### src/rtl/sfd_pkg.sv
// Package: shared constants for the slave sync field detector.
// Assumes: at least two synchronizer stages are always used.
package sfd_pkg;
    localparam int SFD_MIN_STAGES = 2;
    localparam int SFD_NUM_INPUTS = 3;
    // Bit positions of the inputs inside the synchronizer vector.
    localparam int SFD_IDX_HS  = 0;
    localparam int SFD_IDX_VS  = 1;
    localparam int SFD_IDX_FLD = 2;
endpackage

### src/rtl/sfd_sync.sv
// Module: sfd_sync
// Passes each raw input through a shift chain that advances only on the
// pixel enable, then applies its polarity bit so every output is active high.
// Assumes: the polarity bits are static outside reset; STAGES >= 2.
module sfd_sync #(
    parameter int N_SIG  = 3,
    parameter int STAGES = 2
) (
    input  logic             clk,
    input  logic             rst_n,
    input  logic             pix_en,
    input  logic [N_SIG-1:0] raw_in,
    input  logic [N_SIG-1:0] inv_in,
    output logic [N_SIG-1:0] norm_out
);
    localparam int TOP = STAGES - 1;

    generate
        for (genvar g = 0; g < N_SIG; g++) begin : g_chan
            logic [STAGES-1:0] chain;

            // Shift the raw level one stage forward on each pixel enable.
            always_ff @(posedge clk) begin
                if (!rst_n) begin
                    chain <= '0;
                end else if (pix_en) begin
                    chain <= {chain[TOP-1:0], raw_in[g]};
                end
            end

            // Normalize the synchronized level to active-high.
            assign norm_out[g] = chain[TOP] ^ inv_in[g];
        end
    endgenerate

    // Outputs stay frozen after a clock without pixel enable.
    assert_hold_when_idle_R9: assert property (@(posedge clk) disable iff (!rst_n)
        !$past(pix_en) |-> $stable(norm_out));
endmodule

### src/rtl/sfd_edge.sv
// Module: sfd_edge
// Detects the selected transition of normalized vertical sync. Detection
// is suppressed until the synchronizer and the one-sample history hold real
// samples, so reset values never look like an edge.
// Assumes: vs_act comes from sfd_sync with the same STAGES.
module sfd_edge #(
    parameter int STAGES = 2
) (
    input  logic clk,
    input  logic rst_n,
    input  logic pix_en,
    input  logic vs_act,
    input  logic trail_sel,
    output logic edge_hit
);
    localparam int PRIME = STAGES + 1;
    localparam int CW    = $clog2(PRIME + 1);

    logic [CW-1:0] fill_cnt;
    logic          primed;
    logic          vs_prev;
    logic          rise;
    logic          fall;

    // Count enabled samples after reset until the pipeline is full.
    always_ff @(posedge clk) begin
        if (!rst_n) begin
            fill_cnt <= '0;
        end else if (pix_en && !primed) begin
            fill_cnt <= fill_cnt + 1'b1;
        end
    end

    assign primed = (fill_cnt == CW'(PRIME));

    // Keep the previous enabled sample of normalized vertical sync.
    always_ff @(posedge clk) begin
        if (!rst_n) begin
            vs_prev <= 1'b0;
        end else if (pix_en) begin
            vs_prev <= vs_act;
        end
    end

    // Select the leading or trailing transition.
    always_comb begin
        rise     = vs_act & ~vs_prev;
        fall     = ~vs_act & vs_prev;
        edge_hit = pix_en & primed & (trail_sel ? fall : rise);
    end
endmodule

### src/rtl/sfd_field.sv
// Module: sfd_field
// Registers the field-start pulse and decides odd/even at that edge, from
// either the external indicator or the horizontal sync level, then applies
// the swap bit.
// Assumes: edge_hit is already qualified by the pixel enable.
module sfd_field (
    input  logic clk,
    input  logic rst_n,
    input  logic edge_hit,
    input  logic hs_act,
    input  logic fld_act,
    input  logic ext_sel,
    input  logic swap,
    output logic field_start,
    output logic field_odd
);
    logic odd_raw;

    // Pick the field source.
    always_comb begin
        odd_raw = ext_sel ? fld_act : hs_act;
    end

    // Emit the start pulse one clock after the detected edge.
    always_ff @(posedge clk) begin
        if (!rst_n) begin
            field_start <= 1'b0;
        end else begin
            field_start <= edge_hit;
        end
    end

    // Update the field flag only on a detected edge.
    always_ff @(posedge clk) begin
        if (!rst_n) begin
            field_odd <= 1'b0;
        end else if (edge_hit) begin
            field_odd <= odd_raw ^ swap;
        end
    end

    // The flag moves only together with the start pulse.
    assert_flag_moves_with_start_R8: assert property (@(posedge clk) disable iff (!rst_n)
        !$stable(field_odd) |-> field_start);
endmodule

### src/rtl/sync_field_detect.sv
// Module: sync_field_detect (top)
// Follows external sync: normalizes hsync, vsync and the field indicator,
// produces a field-start pulse on the chosen vsync edge and an odd/even flag.
// Assumes: configuration is changed only while rst_n is low.
module sync_field_detect
    import sfd_pkg::*;
#(
    parameter int SYNC_STAGES = 2
) (
    input  logic clk,
    input  logic rst_n,
    input  logic pix_en,
    input  logic hsync_in,
    input  logic vsync_in,
    input  logic fld_in,
    input  logic cfg_hs_inv,
    input  logic cfg_vs_inv,
    input  logic cfg_fld_inv,
    input  logic cfg_ext_fld,
    input  logic cfg_trail_edge,
    input  logic cfg_swap,
    output logic field_odd,
    output logic field_start,
    output logic hsync_act,
    output logic vsync_act
);
    localparam int STAGES = (SYNC_STAGES < SFD_MIN_STAGES) ? SFD_MIN_STAGES : SYNC_STAGES;

    logic [SFD_NUM_INPUTS-1:0] raw_vec;
    logic [SFD_NUM_INPUTS-1:0] inv_vec;
    logic [SFD_NUM_INPUTS-1:0] norm_vec;
    logic                      edge_hit;

    // Gather the inputs and their polarity bits into vectors.
    always_comb begin
        raw_vec[SFD_IDX_HS]  = hsync_in;
        raw_vec[SFD_IDX_VS]  = vsync_in;
        raw_vec[SFD_IDX_FLD] = fld_in;
        inv_vec[SFD_IDX_HS]  = cfg_hs_inv;
        inv_vec[SFD_IDX_VS]  = cfg_vs_inv;
        inv_vec[SFD_IDX_FLD] = cfg_fld_inv;
    end

    sfd_sync #(.N_SIG(SFD_NUM_INPUTS), .STAGES(STAGES)) u_sync (
        .clk      (clk),
        .rst_n    (rst_n),
        .pix_en   (pix_en),
        .raw_in   (raw_vec),
        .inv_in   (inv_vec),
        .norm_out (norm_vec)
    );

    sfd_edge #(.STAGES(STAGES)) u_edge (
        .clk       (clk),
        .rst_n     (rst_n),
        .pix_en    (pix_en),
        .vs_act    (norm_vec[SFD_IDX_VS]),
        .trail_sel (cfg_trail_edge),
        .edge_hit  (edge_hit)
    );

    sfd_field u_field (
        .clk         (clk),
        .rst_n       (rst_n),
        .edge_hit    (edge_hit),
        .hs_act      (norm_vec[SFD_IDX_HS]),
        .fld_act     (norm_vec[SFD_IDX_FLD]),
        .ext_sel     (cfg_ext_fld),
        .swap        (cfg_swap),
        .field_start (field_start),
        .field_odd   (field_odd)
    );

    assign hsync_act = norm_vec[SFD_IDX_HS];
    assign vsync_act = norm_vec[SFD_IDX_VS];

    // A start pulse never lasts more than one clock.
    assert_single_pulse_R4: assert property (@(posedge clk) disable iff (!rst_n)
        field_start |=> !field_start);

    // A start pulse always follows an enabled sample.
    assert_start_needs_enable_R9: assert property (@(posedge clk) disable iff (!rst_n)
        field_start |-> $past(pix_en));
endmodule

### config.mk
export PLATFORM = sky130hd
export DESIGN_NAME = sync_field_detect
export DESIGN_NICKNAME = d
export VERILOG_FILES = /design/src/rtl/sfd_pkg.sv /design/src/rtl/sfd_sync.sv /design/src/rtl/sfd_edge.sv /design/src/rtl/sfd_field.sv /design/src/rtl/sync_field_detect.sv
export SDC_FILE = /design/constraint.sdc
export NUM_CORES = 1
export LEC_CHECK = 0
export CAP_MARGIN = 20
export CORE_AREA = 2 2 39 41
export CTS_BUF_LIST = sky130_fd_sc_hd__clkbuf_16
export DETAILED_ROUTE_END_ITERATION = 12
export DIE_AREA = 0 0 41 43
export HOLD_SLACK_MARGIN = 0.1
export PLACE_DENSITY = 0.67
export RECOVER_POWER = 50
export SLEW_MARGIN = 20
export SYNTH_ARGS = -nofsm -noshare
export SYNTH_HDL_FRONTEND = slang
export SYNTH_HIERARCHICAL = 1
export SYNTH_SLANG_ARGS = --single-unit
export TNS_END_PERCENT = 50
### constraint.sdc
create_clock -name clk -period 1.9 [get_ports clk]
set_input_delay 0.38 -clock clk [delete_from_list [all_inputs] [get_ports clk]]
set_output_delay 0.38 -clock clk [all_outputs]
set_load 0.1 [all_outputs]
==> out/metrics.csv <==
stage,metric,value,unit
worst_setup_path,cp.arrival,1.32,ns
cts,clockRootBuffer,clkbuf_16,
yosys,ys_seq_elements,11,
worst_setup_path,cp_slowest_cell,clkdlybuf4s50_1,
cts,path_clk_slew,0.04,ns
global_routing,grt-ovfl-total,0,
routing,routedWlPerCell,11.4,um
sta,fin_crit_sh,0.894,
power,power_per_cell_area,944,nW/um^2
yosys,synth-compound-area-share,0.0254,
outcome,run_status,"finished, final reports clean",
sta,fin_ws,0.202,ns
global_routing,grt_max_degree,11,
final_layout,area_delta_synth_final,60.9,%
yosys,synth_fp_nets,58,
sta,rsz0062_at_grt,false,
cts,numCtsBuffers,3,
placed_design,gp_congestion,0.661,
sta,relSlewSlack,0.642,
sta,post-route-min-period,1.70,ns
worst_setup_path,path_max_fanout,2,
placed_design,portBuffers,15,
cts,clock-sinks,11,
global_routing,grt_pass1_wl,1410,um
final_layout,final_common_cell,dfxtp_1,
die,die_w,41,um
routing,routed_via_density,4.50,
final_layout,utilization,0.573,
final_layout,final_nets,80,
power,leakagePower,0.345,nW
sta,fmax,0.589,GHz
yosys,synthSimpleGateAreaFrac,0.226,
die,die_y,43,um
worst_setup_path,critPathBufInv,2,
final_layout,fillers,132,
die,rows,14,
routing,ant_nets,0,
cts,htree_levels,1,
yosys,synth_fa_ha_area_frac,0.0254,
yosys,synth_top_family_by_area,simple AND/OR/NAND/NOR gates,
cts,clkLatencyLatePin,0.24,ns
routing,drc,0,
yosys,synth.distinct_cells,16,
sta,fin_skew,0.000519,ns
global_routing,antenna_found_initial,0,
final_layout,final_cell_area,793,sq um
final_layout,diodes,0,
routing,vias,369,
routing,drtIter0Drc,4,
sta,setup_tns,0,ns
placed_design,place_ws,-0.193,ns
placed_design,placed_area,721,sq um
global_routing,grt_usage,0.131,
worst_setup_path,path_class,primary input to output pin,
cts,clock_path_buffers,2,
sta,tightest_slew,0.539,ns
sta,finalHoldViolations,0,
yosys,syn_area_per_cell,11.0,sq um
worst_setup_path,startpoint_type,primary input,
cts,post_cts_buffers,0,
final_layout,final_cell_mix,"10 x dfxtp_1, 9 x clkdlybuf4s50_1, 9 x mux2i_1, 8 x nor2b_1, 3 x clkbuf_16",
die,io_pins,16,
worst_setup_path,path_delay_family,buffers and inverters,
worst_setup_path,required,1.52,ns
yosys,synth-xor-area-share,0.0711,
die,core,1380,sq um
global_routing,grt_pass1_vias,342,
placed_design,dp_hpwl,741,um
cts,cts_hold_buf,0,
yosys,ys_warn_count,6,
cts,cts_resized,0,
sta,holdWs,0.517,ns
final_layout,multi_input_area,292,sq um
sta,setup_viol,0,
worst_hold_path,hold_class,flip-flop to flip-flop,
yosys,ys_seq_area_frac,0.447,
job,maxCapViolCount,0,
routing,wl,935,um
routing,dr.pass1.iters,2,
cts,cts_tree,yes,
worst_setup_path,slowest_delay,0.50,ns
sta,slew_violations,0,
worst_setup_path,crit_chain,clkdlybuf4s50_1 > xor2_2 > buf_12,
yosys,synthMuxAreaShare,0.183,
yosys,syn_inst,45,
yosys,synth_area,493,sq um
die,start_util,0.356,
power,ir_worst_vdd,0.000690,V
final_layout,drive_gt1_frac,0.212,
final_layout,final-seq-area,221,sq um
worst_setup_path,cp-end-kind,output pin,
die,dieArea,1760,sq um
per-layer routing:
layer  wire length, um  part of all wire  global-route usage
met5                 0                 0                   0
met4                 0                 0              0.0600
met3                60             0.064              0.0942
met2               503              0.54               0.191
met1               372              0.40               0.136
cell usage after synthesis:
master,number,area (sq um)
or3b_1,1,8.76
nor2b_1,8,50.1
o211ai_1,1,7.51
xor2_1,4,35.0
nand3_1,1,5.00
a21oi_1,1,5.00
buf_6,1,11.3
and2_4,1,8.76
and2_1,1,6.26
nand2b_1,1,6.26
nand2_1,1,3.75
and2b_1,1,7.51
dfxtp_1,11,220
nand3b_1,2,15.0
ha_1,1,12.5
mux2i_1,9,90.1
logic make-up (layout without fill, tap and decap cells):
kind of cell	count (synthesis)	in the layout
and+or+nand+nor	17	17
adders and majority gates	1	1
xor gates and xnor gates	4	4
muxes	9	9
DFF	11	11
AOI/OAI and AO/OA	2	2
buffers and inverters	1	22
where the power goes:
| part | internal, W | switching (W) |
|---|---|---|
| combinational | 0.0000623 | 0.0000593 |
| clock | 0.000276 | 0.0000983 |
| sequential | 0.000245 | 0.00000847 |
| total | 0.000583 | 0.000166 |
state kept, by name, summed over array words and instances, names as in the netlist:
name                 count
u_sync/g_chan.chain      6
u_edge/fill_cnt          2
u_edge/vs_prev           1
u_field/field_odd        1
u_field/field_start      1
path summary, 6_finish.rpt:
check / cells past startpoint / to / slack (ns) / start
max: 3 / hsync_act / 0.20 / cfg_hs_inv
min: 2 / u_sync/g_chan[0].chain[0] / 0.52 / u_sync/g_chan[0].chain[0]
max reg2reg: 6 / u_field/field_odd / 0.41 / u_sync/g_chan[1].chain[1]
min reg2reg: 2 / u_sync/g_chan[0].chain[0] / 0.52 / u_sync/g_chan[0].chain[0]
per-stage QoR:
stage / std cells / power, W
2_1_floorplan: 45 / 0.000325
3_3_place_gp: 78 / 0.000378
3_5_place_dp: 78 / 0.000381
4_1_cts: 82 / 0.000766
5_1_grt: 82 / 0.000777
6_report: 82 / 0.000749
worst reg2reg max path: cells and delay by family (launching register included):
family / cells / cell delay (ns)
simple gates: 3 / 0.59
xor+xnor: 1 / 0.15
compound gates: 2 / 0.31
flops: 1 / 0.37
area by class of cell:
cell class	instances	area share
Sequential cell	11	0.279
Tap cell	16	0.0252
Clock inverter	1	0.00473
Clock buffer	3	0.0946
Timing Repair Buffer	18	0.229
Multi-Input combinational cell	33	0.368
Power figures use the tool's default switching activity.
